`config.mk`:
```
export PLATFORM = sky130hd
export DESIGN_NAME = ratio_fracn_ctrl
export DESIGN_NICKNAME = d
export VERILOG_FILES = /design/src/rtl/ratio_fracn_pkg.sv /design/src/rtl/ratio_bank.sv /design/src/rtl/ratio_scaler.sv /design/src/rtl/clk_sense.sv /design/src/rtl/src_out.sv /design/src/rtl/ratio_fracn_ctrl.sv
export SDC_FILE = /design/constraint.sdc
export NUM_CORES = 1
export LEC_CHECK = 0
export BUFFER_PORTS_ARGS = -buffer_cell sky130_fd_sc_hd__buf_2
export CAP_MARGIN = 20
export CELL_PAD_IN_SITES_DETAIL_PLACEMENT = 0
export CELL_PAD_IN_SITES_GLOBAL_PLACEMENT = 2
export CORE_MARGIN = 2
export CORE_UTILIZATION = 35
export DETAILED_ROUTE_END_ITERATION = 10
export PLACE_DENSITY_LB_ADDON = 0.15
export SLEW_MARGIN = 20
export SYNTH_ARGS = -nofsm -noshare
export SYNTH_HDL_FRONTEND = slang
export SYNTH_SLANG_ARGS = --single-unit
```
`constraint.sdc`:
```
create_clock -name clk -period 3.65 [get_ports clk]
set_clock_uncertainty 0.2 [all_clocks]
set_input_delay 0.365 -clock clk [delete_from_list [all_inputs] [get_ports clk]]
set_output_delay 0.365 -clock clk [all_outputs]
set_load 0.1 [all_outputs]
```
`src/rtl/ratio_fracn_pkg.sv`:
```
package ratio_fracn_pkg;
  localparam int unsigned RW = 32;
  typedef logic [RW-1:0] ratio_t;

  typedef enum logic [1:0] {
    DIV_BY4 = 2'b00,
    DIV_BY2 = 2'b01,
    DIV_BY1 = 2'b10,
    DIV_BY1_ALT = 2'b11
  } refdiv_e;

  // Left shift with saturation: any set bit pushed out gives all ones.
  function automatic ratio_t shl_sat(input ratio_t x, input logic [3:0] k);
    logic [2*RW-1:0] wide;
    wide = {{RW{1'b0}}, x} << k;
    return (|wide[2*RW-1:RW]) ? '1 : wide[RW-1:0];
  endfunction
endpackage

```
`src/rtl/ratio_bank.sv`:
```
module ratio_bank
  import ratio_fracn_pkg::*;
#(
  parameter int unsigned N_RATIO  = 4,
  parameter int unsigned LF_SHIFT = 8,
  localparam int unsigned IDX_W   = $clog2(N_RATIO)
) (
  input  logic             clk,
  input  logic             rst_n,
  input  logic             we,
  input  logic [IDX_W-1:0] widx,
  input  ratio_t           wdata,
  input  logic [IDX_W-1:0] sel_static,
  input  logic [IDX_W-1:0] sel_lock,
  input  logic             dyn_mode,
  input  logic             lf_fmt,
  output ratio_t           canon
);
  ratio_t             slots [N_RATIO];
  logic [IDX_W-1:0]   pick;
  ratio_t             raw;

  for (genvar gi = 0; gi < N_RATIO; gi++) begin : g_slot
    always_ff @(posedge clk or negedge rst_n) begin
      if (!rst_n)                              slots[gi] <= '0;
      else if (we && (widx == IDX_W'(gi)))     slots[gi] <= wdata;
    end
  end

  always_comb begin
    pick  = dyn_mode ? sel_lock : sel_static;
    raw   = slots[pick];
    canon = (dyn_mode && lf_fmt) ? shl_sat(raw, 4'(LF_SHIFT)) : raw;
  end
endmodule

```
`src/rtl/ratio_scaler.sv`:
```
module ratio_scaler
  import ratio_fracn_pkg::*;
(
  input  ratio_t      ratio_in,
  input  logic        mod_en,
  input  logic [2:0]  mod_code,
  input  logic [1:0]  refdiv_code,
  output ratio_t      eff_out
);
  ratio_t modded;

  always_comb begin
    if (!mod_en)
      modded = ratio_in;
    else if (!mod_code[2])
      modded = shl_sat(ratio_in, {2'b00, mod_code[1:0]});
    else
      modded = ratio_in >> ({2'b00, mod_code[1:0]} + 4'd1);
  end

  always_comb begin
    unique case (refdiv_e'(refdiv_code))
      DIV_BY4: eff_out = shl_sat(modded, 4'd2);
      DIV_BY2: eff_out = shl_sat(modded, 4'd1);
      default: eff_out = modded;
    endcase
  end
endmodule

```
`src/rtl/clk_sense.sv`:
```
module clk_sense #(
  parameter int unsigned WINDOW      = 256,
  parameter int unsigned NEED_EDGES  = 4,
  parameter int unsigned SYNC_STAGES = 2,
  localparam int unsigned GAP_W      = $clog2(WINDOW),
  localparam int unsigned RUN_W      = $clog2(NEED_EDGES + 1)
) (
  input  logic clk,
  input  logic rst_n,
  input  logic ref_async,
  output logic present
);
  logic [SYNC_STAGES:0] sync_q;
  logic [GAP_W-1:0]     gap_q;
  logic [RUN_W-1:0]     run_q;
  logic                 rise;

  assign rise = sync_q[SYNC_STAGES-1] & ~sync_q[SYNC_STAGES];

  always_ff @(posedge clk or negedge rst_n) begin
    if (!rst_n) sync_q <= '0;
    else        sync_q <= {sync_q[SYNC_STAGES-1:0], ref_async};
  end

  always_ff @(posedge clk or negedge rst_n) begin
    if (!rst_n) begin
      gap_q   <= '0;
      run_q   <= '0;
      present <= 1'b0;
    end else if (rise) begin
      gap_q <= '0;
      if (run_q < RUN_W'(NEED_EDGES)) run_q <= run_q + 1'b1;
      if (run_q >= RUN_W'(NEED_EDGES - 1)) present <= 1'b1;
    end else if (gap_q == GAP_W'(WINDOW - 1)) begin
      run_q   <= '0;
      present <= 1'b0;
    end else begin
      gap_q <= gap_q + 1'b1;
    end
  end
endmodule

```
`src/rtl/src_out.sv`:
```
module src_out
  import ratio_fracn_pkg::*;
(
  input  logic   clk,
  input  logic   rst_n,
  input  ratio_t static_eff,
  input  logic   dyn_take,
  input  ratio_t dyn_word,
  input  logic   src_auto,
  input  logic   src_manual_dyn,
  input  logic   present,
  output ratio_t word_q,
  output logic   strobe_q,
  output logic   src_dyn_q
);
  ratio_t dyn_hold;
  ratio_t nxt;
  logic   use_dyn;

  always_ff @(posedge clk or negedge rst_n) begin
    if (!rst_n)        dyn_hold <= '0;
    else if (dyn_take) dyn_hold <= dyn_word;
  end

  always_comb begin
    use_dyn = src_auto ? present : src_manual_dyn;
    nxt     = use_dyn ? dyn_hold : static_eff;
  end

  always_ff @(posedge clk or negedge rst_n) begin
    if (!rst_n) begin
      word_q    <= '0;
      strobe_q  <= 1'b0;
      src_dyn_q <= 1'b0;
    end else begin
      word_q    <= nxt;
      strobe_q  <= (nxt != word_q);
      src_dyn_q <= use_dyn;
    end
  end
endmodule

```
`src/rtl/ratio_fracn_ctrl.sv`:
```
module ratio_fracn_ctrl
  import ratio_fracn_pkg::*;
#(
  parameter int unsigned WINDOW     = 256,
  parameter int unsigned NEED_EDGES = 4
) (
  input  logic        clk,
  input  logic        rst_n,
  input  logic        cfg_we,
  input  logic [1:0]  cfg_idx,
  input  logic [31:0] cfg_wdata,
  input  logic [1:0]  sel_static,
  input  logic [1:0]  sel_lock,
  input  logic        dyn_mode,
  input  logic        lf_fmt,
  input  logic        mod_en,
  input  logic [2:0]  mod_code,
  input  logic [1:0]  refdiv_code,
  input  logic        src_auto,
  input  logic        src_manual_dyn,
  input  logic        dpll_valid,
  output logic        dpll_ready,
  input  logic [31:0] dpll_ratio,
  input  logic        ref_sense,
  output logic [31:0] fracn_word,
  output logic        fracn_valid,
  output logic        clk_present,
  output logic        src_is_dyn
);
  ratio_t canon;
  ratio_t static_eff;

  assign dpll_ready = 1'b1;

  ratio_bank #(.N_RATIO(4), .LF_SHIFT(8)) u_bank (
    .clk(clk), .rst_n(rst_n), .we(cfg_we), .widx(cfg_idx), .wdata(cfg_wdata),
    .sel_static(sel_static), .sel_lock(sel_lock), .dyn_mode(dyn_mode),
    .lf_fmt(lf_fmt), .canon(canon)
  );

  ratio_scaler u_scale (
    .ratio_in(canon), .mod_en(mod_en), .mod_code(mod_code),
    .refdiv_code(refdiv_code), .eff_out(static_eff)
  );

  clk_sense #(.WINDOW(WINDOW), .NEED_EDGES(NEED_EDGES)) u_sense (
    .clk(clk), .rst_n(rst_n), .ref_async(ref_sense), .present(clk_present)
  );

  src_out u_out (
    .clk(clk), .rst_n(rst_n), .static_eff(static_eff),
    .dyn_take(dpll_valid & dpll_ready), .dyn_word(dpll_ratio),
    .src_auto(src_auto), .src_manual_dyn(src_manual_dyn), .present(clk_present),
    .word_q(fracn_word), .strobe_q(fracn_valid), .src_dyn_q(src_is_dyn)
  );
endmodule

```
==> qor.csv, run 1 <==
metric;value;unit
TritonCTS clock tree;built;
quantity of I/O buffers inserted on ports;119;
number of distinct library cell variants in the gate-level netlist after synthesis;89;
Post-synth EDFFs;0;
number of standard-cell rows in the floorplan;73;
# nets final;2142;
count of boundary I/O pins;121;
highest clock frequency the design can meet;231.2;MHz
simple-gate share of the synthesized area;0.1422;
register-to-register path setup slack;-0.64;ns
Pwr Density;470.2;nW/um2
power consumption;9.825;mW
most common cell after layout, fill and taps aside;buf_4;
final core utilization;0.5283;
Initial Utilization;0.3530;
Worst EP required;3.87;ns
share of synthesized area occupied by flip-flops and latches;0.3746;
y dimension of the die;203.7;um
Filler Cells Inserted;3747;
relative area change from synthesis to final layout;49.65;%
number of instances on the worst hold path;0;
via-per-instance ratio;5.654;
largest vdd supply drop;0.4718;mV
most used routing layer in global routing;met2;
r2r worst-path depth;18;
Slew @ Worst Pin;1.000;ns
register bit total from synthesis;209;
final hold violations;0;
min-delay worst type;register to register;
Critical Path Sink Type;register;
Clock Root Buffer;clkbuf_16;
floorplan die area;41500;um2
Tmin final;4.324;ns
Final Wtd Congestion;0.9703;
GR Overflow Total;0;
wire length reported by the detailed router;58.99;mm
number of remaining DRC errors;0;
result of the run;finished with violations;
warning count from the yosys run;0;
GR Util met1;0.4096;
clock transition at the registers of the reported paths;0.06;ns
worst reg2reg path endpoint;u_out.strobe_q$_DFF_PN0_;
DRC marker count from the first detailed-route iteration;1073;
clock latency on the worst-skew pair;0.57;ns
proportion of layout cells with a drive suffix above 1;0.4657;
final critical-path share of the clock period;1.185;
first-pass GRT wire length;90.65;mm
HPWL after detailed placement;46.03;mm
total leakage power;9.278;nW
total routing resource utilization after global routing;0.2854;
overall die width;203.7;um
endpoint of the worst hold-timing path;u_sense.sync_q[1]$_DFF_PN0_;
minimum setup slack in the final design;-0.6744;ns
multiplexer share of the synthesized area;0.2296;
Reg area;5230;um2
number of setup violations in the final report;2;
Post-synth top flop;dfrtp_1;
remaining antenna violation count;0;
GR Util met2;0.4478;
max-slew violation count;0;
post-synth net total;1519;
type of the worst setup path;input port to register;
hold path startpoint;u_sense.sync_q[0]$_DFF_PN0_;
number of antenna violations at the first check in global routing;1;
worst setup path startpoint;dyn_mode;
first-pass iteration count of the detailed router;7;
maximum number of buffers from clock root to sink;3;
via total after detailed routing;14688;
violated checks;negative setup slack;
critical path startpoint category;input port;
area occupied by multi-input gates;8698;um2
pin count of the biggest net entering global routing;101;
startpoint of the lowest-slack register-to-register path;u_bank.slots[91]$_DFFE_PN0P_;
unrepaired setup endpoints after global routing;yes;
WL per Instance;22.71;um
Crit Path Max Fanout;14;
Synth Area per Inst;9.756;um2
total core area;39550;um2
maximum level of the CTS H-tree;1;
vias in the first global route;15009;
commonest cells after routing, fill and taps aside;buf_4 (479), dfrtp_1 (209), mux2_2 (174);
XOR/XNOR Fraction of Synth Area;0.01255;
clock sink count;209;
Async SR Flop Fraction;1.000;
largest family of logic cells by synthesized area;multiplexers;
worst hold margin;0.1529;ns
top cells by area, synth;dfrtp_1 (37%), mux2_2 (14%), mux2i_1 (5.2%);
combined area of all synthesized cells;13960;um2
maximum capacitance violations;0;
compound-cell area share of the yosys netlist;0.1992;
Num CTS Buffers;25;
Synth top area share;0.3746;
adder-cell share of the synthesized area;0.002689;
arrival time of the worst setup path;4.54;ns
library cell with the largest summed area after synthesis;dfrtp_1;
Max-Slew Margin vs Limit;0.3310;
cell count after synthesis;1431;
GR met3 Demand/Resource;0.04394;
[metrics by stage]
| step | setup TNS (ns) | std cells | instance area, um2 | setup WS [ns] |
|---|---|---|---|---|
| 3_3_place_gp | -6.351 | 2462 | 18710 | -1.330 |
| 5_1_grt | -1.878 | 2598 | 20890 | -0.8419 |
| 3_5_place_dp | -6.614 | 2462 | 18710 | -1.319 |
| 6_report | -1.268 | 2598 | 20890 | -0.6744 |
| 4_1_cts | -1.100 | 2596 | 20790 | -0.5507 |
| 2_1_floorplan | -0.4683 | 1431 | 14010 | -0.4683 |
[state kept, by name, summed over array words and instances (netlist names)]
signal,count
u_sense.run_q,3
u_out.strobe_q,1
u_out.dyn_hold,32
u_sense.present,1
u_sense.gap_q,8
u_bank.slots,128
u_sense.sync_q,3
u_out.word_q,32
u_out.src_dyn_q,1
[repair_timing]
action                                  in CTS  in global routing
buffers inserted                            23                  1
gates resized for setup                     83                 19
hold buffers                                66                  0
endpoints found under the setup margin      16                 11
endpoints found under the hold margin      259                  0
pin swaps                                   33                  7
[critical path: stages]
cell,delay (ns)
buf_2,0.17
buf_12,0.12
mux2i_4,0.31
buf_12,0.20
mux2_2,0.39
a32oi_1,0.33
a32oi_1,0.17
o22ai_1,0.28
a221oi_2,0.10
buf_4,0.15
buf_4,0.12
buf_4,0.12
nand2_1,0.09
o22ai_2,0.08
nor2_1,0.39
o2111ai_2,0.22
a2111oi_4,0.38
nand4_1,0.14
or4_1,0.41
[worst max path at each step]
stage / endpoint / slack, ns / cells past startpoint
finish: u_out.strobe_q$_DFF_PN0_ / -0.67 / 19
global route: u_out.strobe_q$_DFF_PN0_ / -0.84 / 18
CTS: u_out.strobe_q$_DFF_PN0_ / -0.55 / 19
detailed placement: u_out.strobe_q$_DFF_PN0_ / -1.32 / 16
global placement: u_out.strobe_q$_DFF_PN0_ / -1.33 / 16
floorplan: u_out.strobe_q$_DFF_PN0_ / -0.47 / 15
[routing by layer]
metal | vias to the layer above | routed length (um) | part of all wire
li1 | 6786 | - | -
met1 | 7330 | 27250 | 0.46
met3 | 84 | 3548 | 0.060
met5 | - | 0 | 0
met4 | 0 | 1573 | 0.027
met2 | 488 | 26620 | 0.45
[cell type report]
type / count / share of cell area
Timing Repair Buffer: 693 / 0.2563
Clock buffer: 34 / 0.03491
Sequential cell: 209 / 0.2503
Clock inverter: 11 / 0.005570
Antenna cell: 1 / 0.0001198
Inverter: 28 / 0.005031
Multi-Input combinational cell: 1097 / 0.4163
Tap cell: 525 / 0.03144
[cells by family after synthesis]
| kind of cell | after synthesis |
|---|---|
| adders and majority gates | 3 |
| buffers and inverters | 125 |
| other | 1 |
| xor gates and xnor gates | 20 |
| muxes | 270 |
| DFF | 209 |
| AOI/OAI and AO/OA | 390 |
| and+or+nand+nor | 413 |
[power breakdown]
group          internal (mW)  total, mW  switching, mW
clock                   1.54       2.57           1.04
sequential              2.70       3.01          0.311
combinational           1.98       4.24           2.26
[synthesized netlist by cell type, types with 15 or more instances]
master      n
a32oi_1    29
inv_1      26
clkbuf_1   65
mux4_2     20
nand2_1   136
o22ai_1    32
nand4_1    23
nand3_1    69
o21ai_0    49
a221oi_1   15
a211oi_1   15
nor2_1     83
a31oi_1    25
a21oi_1    83
mux2i_1    72
mux2_2    174
nor4_1     19
dfrtp_1   209
a22oi_1    20
nor3_1     26
Power figures use the tool's default switching activity.
==> inputs of run 2 (changes only) <==
Settings changed: SETUP_SLACK_MARGIN from default to 0.02.
==> run 2 against run 1 <==
Against the previous run:
- the run still ends with negative setup slack left
- flip-flop and latch count unchanged
- count of clock-buffer cells in the layout did not move
- worst setup slack worse by 0.023 ns
- sequential power is essentially flat
- utilization about the same
- register-to-register slack better by 0.02 ns
- sequential share of layout area barely moved
- hold slack about the same
- largest power group unchanged
==> qor.csv, run 2 (synthesis results as in run 1) <==
metric;value;unit;change
result of the run;finished with violations;;
violated checks;negative setup slack;;
min-delay worst type;register to register;;
pin count of the biggest net entering global routing;101;;unchanged
Filler Cells Inserted;3746;;-0.027%
wire length reported by the detailed router;58.93;mm;-0.10%
first-pass iteration count of the detailed router;5;;-2
number of remaining DRC errors;0;;unchanged
total net switching power;3.607;mW;about the same
master of the slowest instance on the critical path;nor2_1;;
TritonCTS clock tree;built;;
r2r worst-path depth;16;;-2
via-per-instance ratio;5.653;;about the same
total routing resource utilization after global routing;0.2854;;unchanged
Final Wtd Congestion;0.9703;;unchanged
max-slew violation count;0;;unchanged
most common cell after layout, fill and taps aside;buf_4;;
floorplan die area;41500;um2;unchanged
relative contribution of combinational cells to total power;0.432;;about the same
count of boundary I/O pins;121;;unchanged
Clock Root Buffer;clkbuf_16;;
number of standard-cell rows in the floorplan;73;;unchanged
largest vdd supply drop;0.4717;mV;about the same
register ranked first by flip-flop count;u_bank.slots;;
unrepaired setup endpoints after global routing;yes;;
maximum number of buffers from clock root to sink;3;;unchanged
arrival time of the worst setup path;4.56;ns;+0.02 ns
max reg flops;128;;unchanged
vias in the first global route;15009;;unchanged
maximum cell stage delay along the critical path;0.41;ns;about the same
DRC marker count from the first detailed-route iteration;1112;;+3.6%
switching power as a share of total power;0.3671;;about the same
Buffers & Inverters on Critical Path;6;;unchanged
maximum capacitance violations;0;;unchanged
type of the worst setup path;input port to register;;
first-pass GRT wire length;90.65;mm;unchanged
Top Registers;u_bank.slots x128, u_out.dyn_hold x32, u_out.word_q x32;;
proportion of layout cells with a drive suffix above 1;0.4665;;+0.0007401
startpoint of the lowest-slack register-to-register path;u_bank.slots[88]$_DFFE_PN0P_;;
number of instances on the worst hold path;0;;unchanged
cell with the most instances on the worst path;buf_4;;
worst reg2reg path endpoint;u_out.strobe_q$_DFF_PN0_;;
via total after detailed routing;14693;;+0.034%
final hold violations;0;;unchanged
number of standard cells in the final layout excluding fillers;2599;;+0.038%
HPWL after detailed placement;46.03;mm;unchanged
minimum setup slack in the final design;-0.6971;ns;-0.02271 ns
number of setup violations in the final report;2;;unchanged
overall die width;203.7;um;unchanged
worst hold margin;0.1529;ns;-0.00003700 ns
quantity of I/O buffers inserted on ports;119;;unchanged
critical path cell sequence;buf_2, buf_12, mux2i_4, buf_12, mux2_2, a32oi_1, a32oi_1, o22ai_1, a221oi_2, buf_4, buf_4, buf_4, nand2_1, o22ai_2, nor2_1, o2111ai_2, a2111oi_4, nand4_1, or4_1;;
number of antenna violations at the first check in global routing;1;;unchanged
# placed instances;2462;;unchanged
power consumption;9.826;mW;about the same
clock transition at the registers of the reported paths;0.06;ns;about the same
Num CTS Buffers;25;;unchanged
Worst EP required;3.87;ns;about the same
y dimension of the die;203.7;um;unchanged
Tmin final;4.347;ns;+0.02271 ns
Crit Path Max Fanout;14;;unchanged
cell family with the largest share of critical-path delay;compound AO/OA/AOI/OAI gates;;
endpoint of the worst hold-timing path;u_sense.sync_q[1]$_DFF_PN0_;;
internal power summed over all cells;6.219;mW;about the same
share of power burned in the clock network;0.262;;about the same
Critical Path Sink Type;register;;
WL per Instance;22.67;um;-0.14%
Initial Utilization;0.3530;;unchanged
hold path startpoint;u_sense.sync_q[0]$_DFF_PN0_;;
total leakage power;9.282;nW;about the same
Slew @ Worst Pin;1.015;ns;+0.01435 ns
final core utilization;0.5285;;about the same
Max-Slew Margin vs Limit;0.3214;;-0.009598
register-to-register path setup slack;-0.62;ns;+0.02 ns
highest clock frequency the design can meet;230.0;MHz;-0.52%
sequential group share of total power;0.307;;about the same
maximum level of the CTS H-tree;1;;unchanged
critical path startpoint category;input port;;
GR Overflow Total;0;;unchanged
final critical-path share of the clock period;1.191;;+0.006222
relative area change from synthesis to final layout;49.72;%;about the same
total core area;39550;um2;unchanged
# nets final;2143;;+0.047%
commonest cells after routing, fill and taps aside;buf_4 (480), dfrtp_1 (209), mux2_2 (174);;
remaining antenna violation count;0;;unchanged
clock latency on the worst-skew pair;0.57;ns;about the same
Pwr Density;470.1;nW/um2;about the same
clock sink count;209;;unchanged
==> run 2: cell count changes in the layout (fill, tap and decap cells not counted), sizes merged <==
cell	previous run	this run
buf	627	628
==> run 2: worst max path at each step <==
stage,cells after the start,end,slack [ns],from
after floorplan,15,u_out.strobe_q$_DFF_PN0_,-0.47,dyn_mode
after CTS,19,u_out.strobe_q$_DFF_PN0_,-0.55,u_bank.slots[91]$_DFFE_PN0P_
after detailed placement,16,u_out.strobe_q$_DFF_PN0_,-1.32,dyn_mode
after global routing,18,u_out.strobe_q$_DFF_PN0_,-0.84,u_bank.slots[30]$_DFFE_PN0P_
after global placement,16,u_out.strobe_q$_DFF_PN0_,-1.33,dyn_mode
final,19,u_out.strobe_q$_DFF_PN0_,-0.70,dyn_mode
==> run 2: final cells by class <==
| class | instances | area (um2) | share of cell area |
|---|---|---|---|
| multi-input cells | 1097 | 8701 | 0.4163 |
| diodes | 1 | 2.502 | 0.0001197 |
| repair buffers | 694 | 5361 | 0.2565 |
| inverters | 28 | 105.1 | 0.005028 |
| flip-flops and latches | 209 | 5230 | 0.2502 |
| clock buffers | 34 | 729.5 | 0.03490 |
| clock inverters | 11 | 116.4 | 0.005567 |
| well taps | 525 | 656.9 | 0.03143 |
==> run 2: layer usage <==
metal	vias up	global-route usage	routed length [um]
met1	7362	0.4096	27270
met3	78	0.04394	3405
li1	6782	-	-
met2	471	0.4478	26730
met5	-	0	0
met4	0	0.07377	1524
==> run 2: metrics by stage <==
stage / worst slack (ns) / cell area, um2 / TNS (ns)
5_1_grt: -0.8419 / 20900 / -1.878
4_1_cts: -0.5507 / 20790 / -1.100
3_5_place_dp: -1.319 / 18710 / -6.614
2_1_floorplan: -0.4683 / 14010 / -0.4683
3_3_place_gp: -1.330 / 18710 / -6.351
6_report: -0.6971 / 20900 / -1.296
==> run 2: power groups by stage <==
| stage | logic, mW | registers [mW] | clock network, mW |
|---|---|---|---|
| 2_1_floorplan | 1.69 | 3.33 | 0 |
| 3_3_place_gp | 3.94 | 3.02 | 0 |
| 3_5_place_dp | 3.96 | 3.03 | 0 |
| 4_1_cts | 4.18 | 3.00 | 2.64 |
| 5_1_grt | 4.52 | 3.06 | 2.73 |
| 6_report | 4.24 | 3.01 | 2.57 |
==> run 2: timing repair <==
action                                  in CTS  in global routing
pin swaps                                   33                  7
resized for setup                           83                 20
buffers inserted                            23                  2
endpoints found under the hold margin      259                  0
endpoints found under the setup margin      17                 12
hold buffers                                66                  0
==> run 2: worst reg2reg max path, delay by kind of cell, from the launching register on <==
family	cells	cell delay (ns)
AO/OA/AOI/OAI	6	1.57
flip-flops	1	0.43
buffers and inverters	3	0.44
AND/OR/NAND/NOR	7	1.50
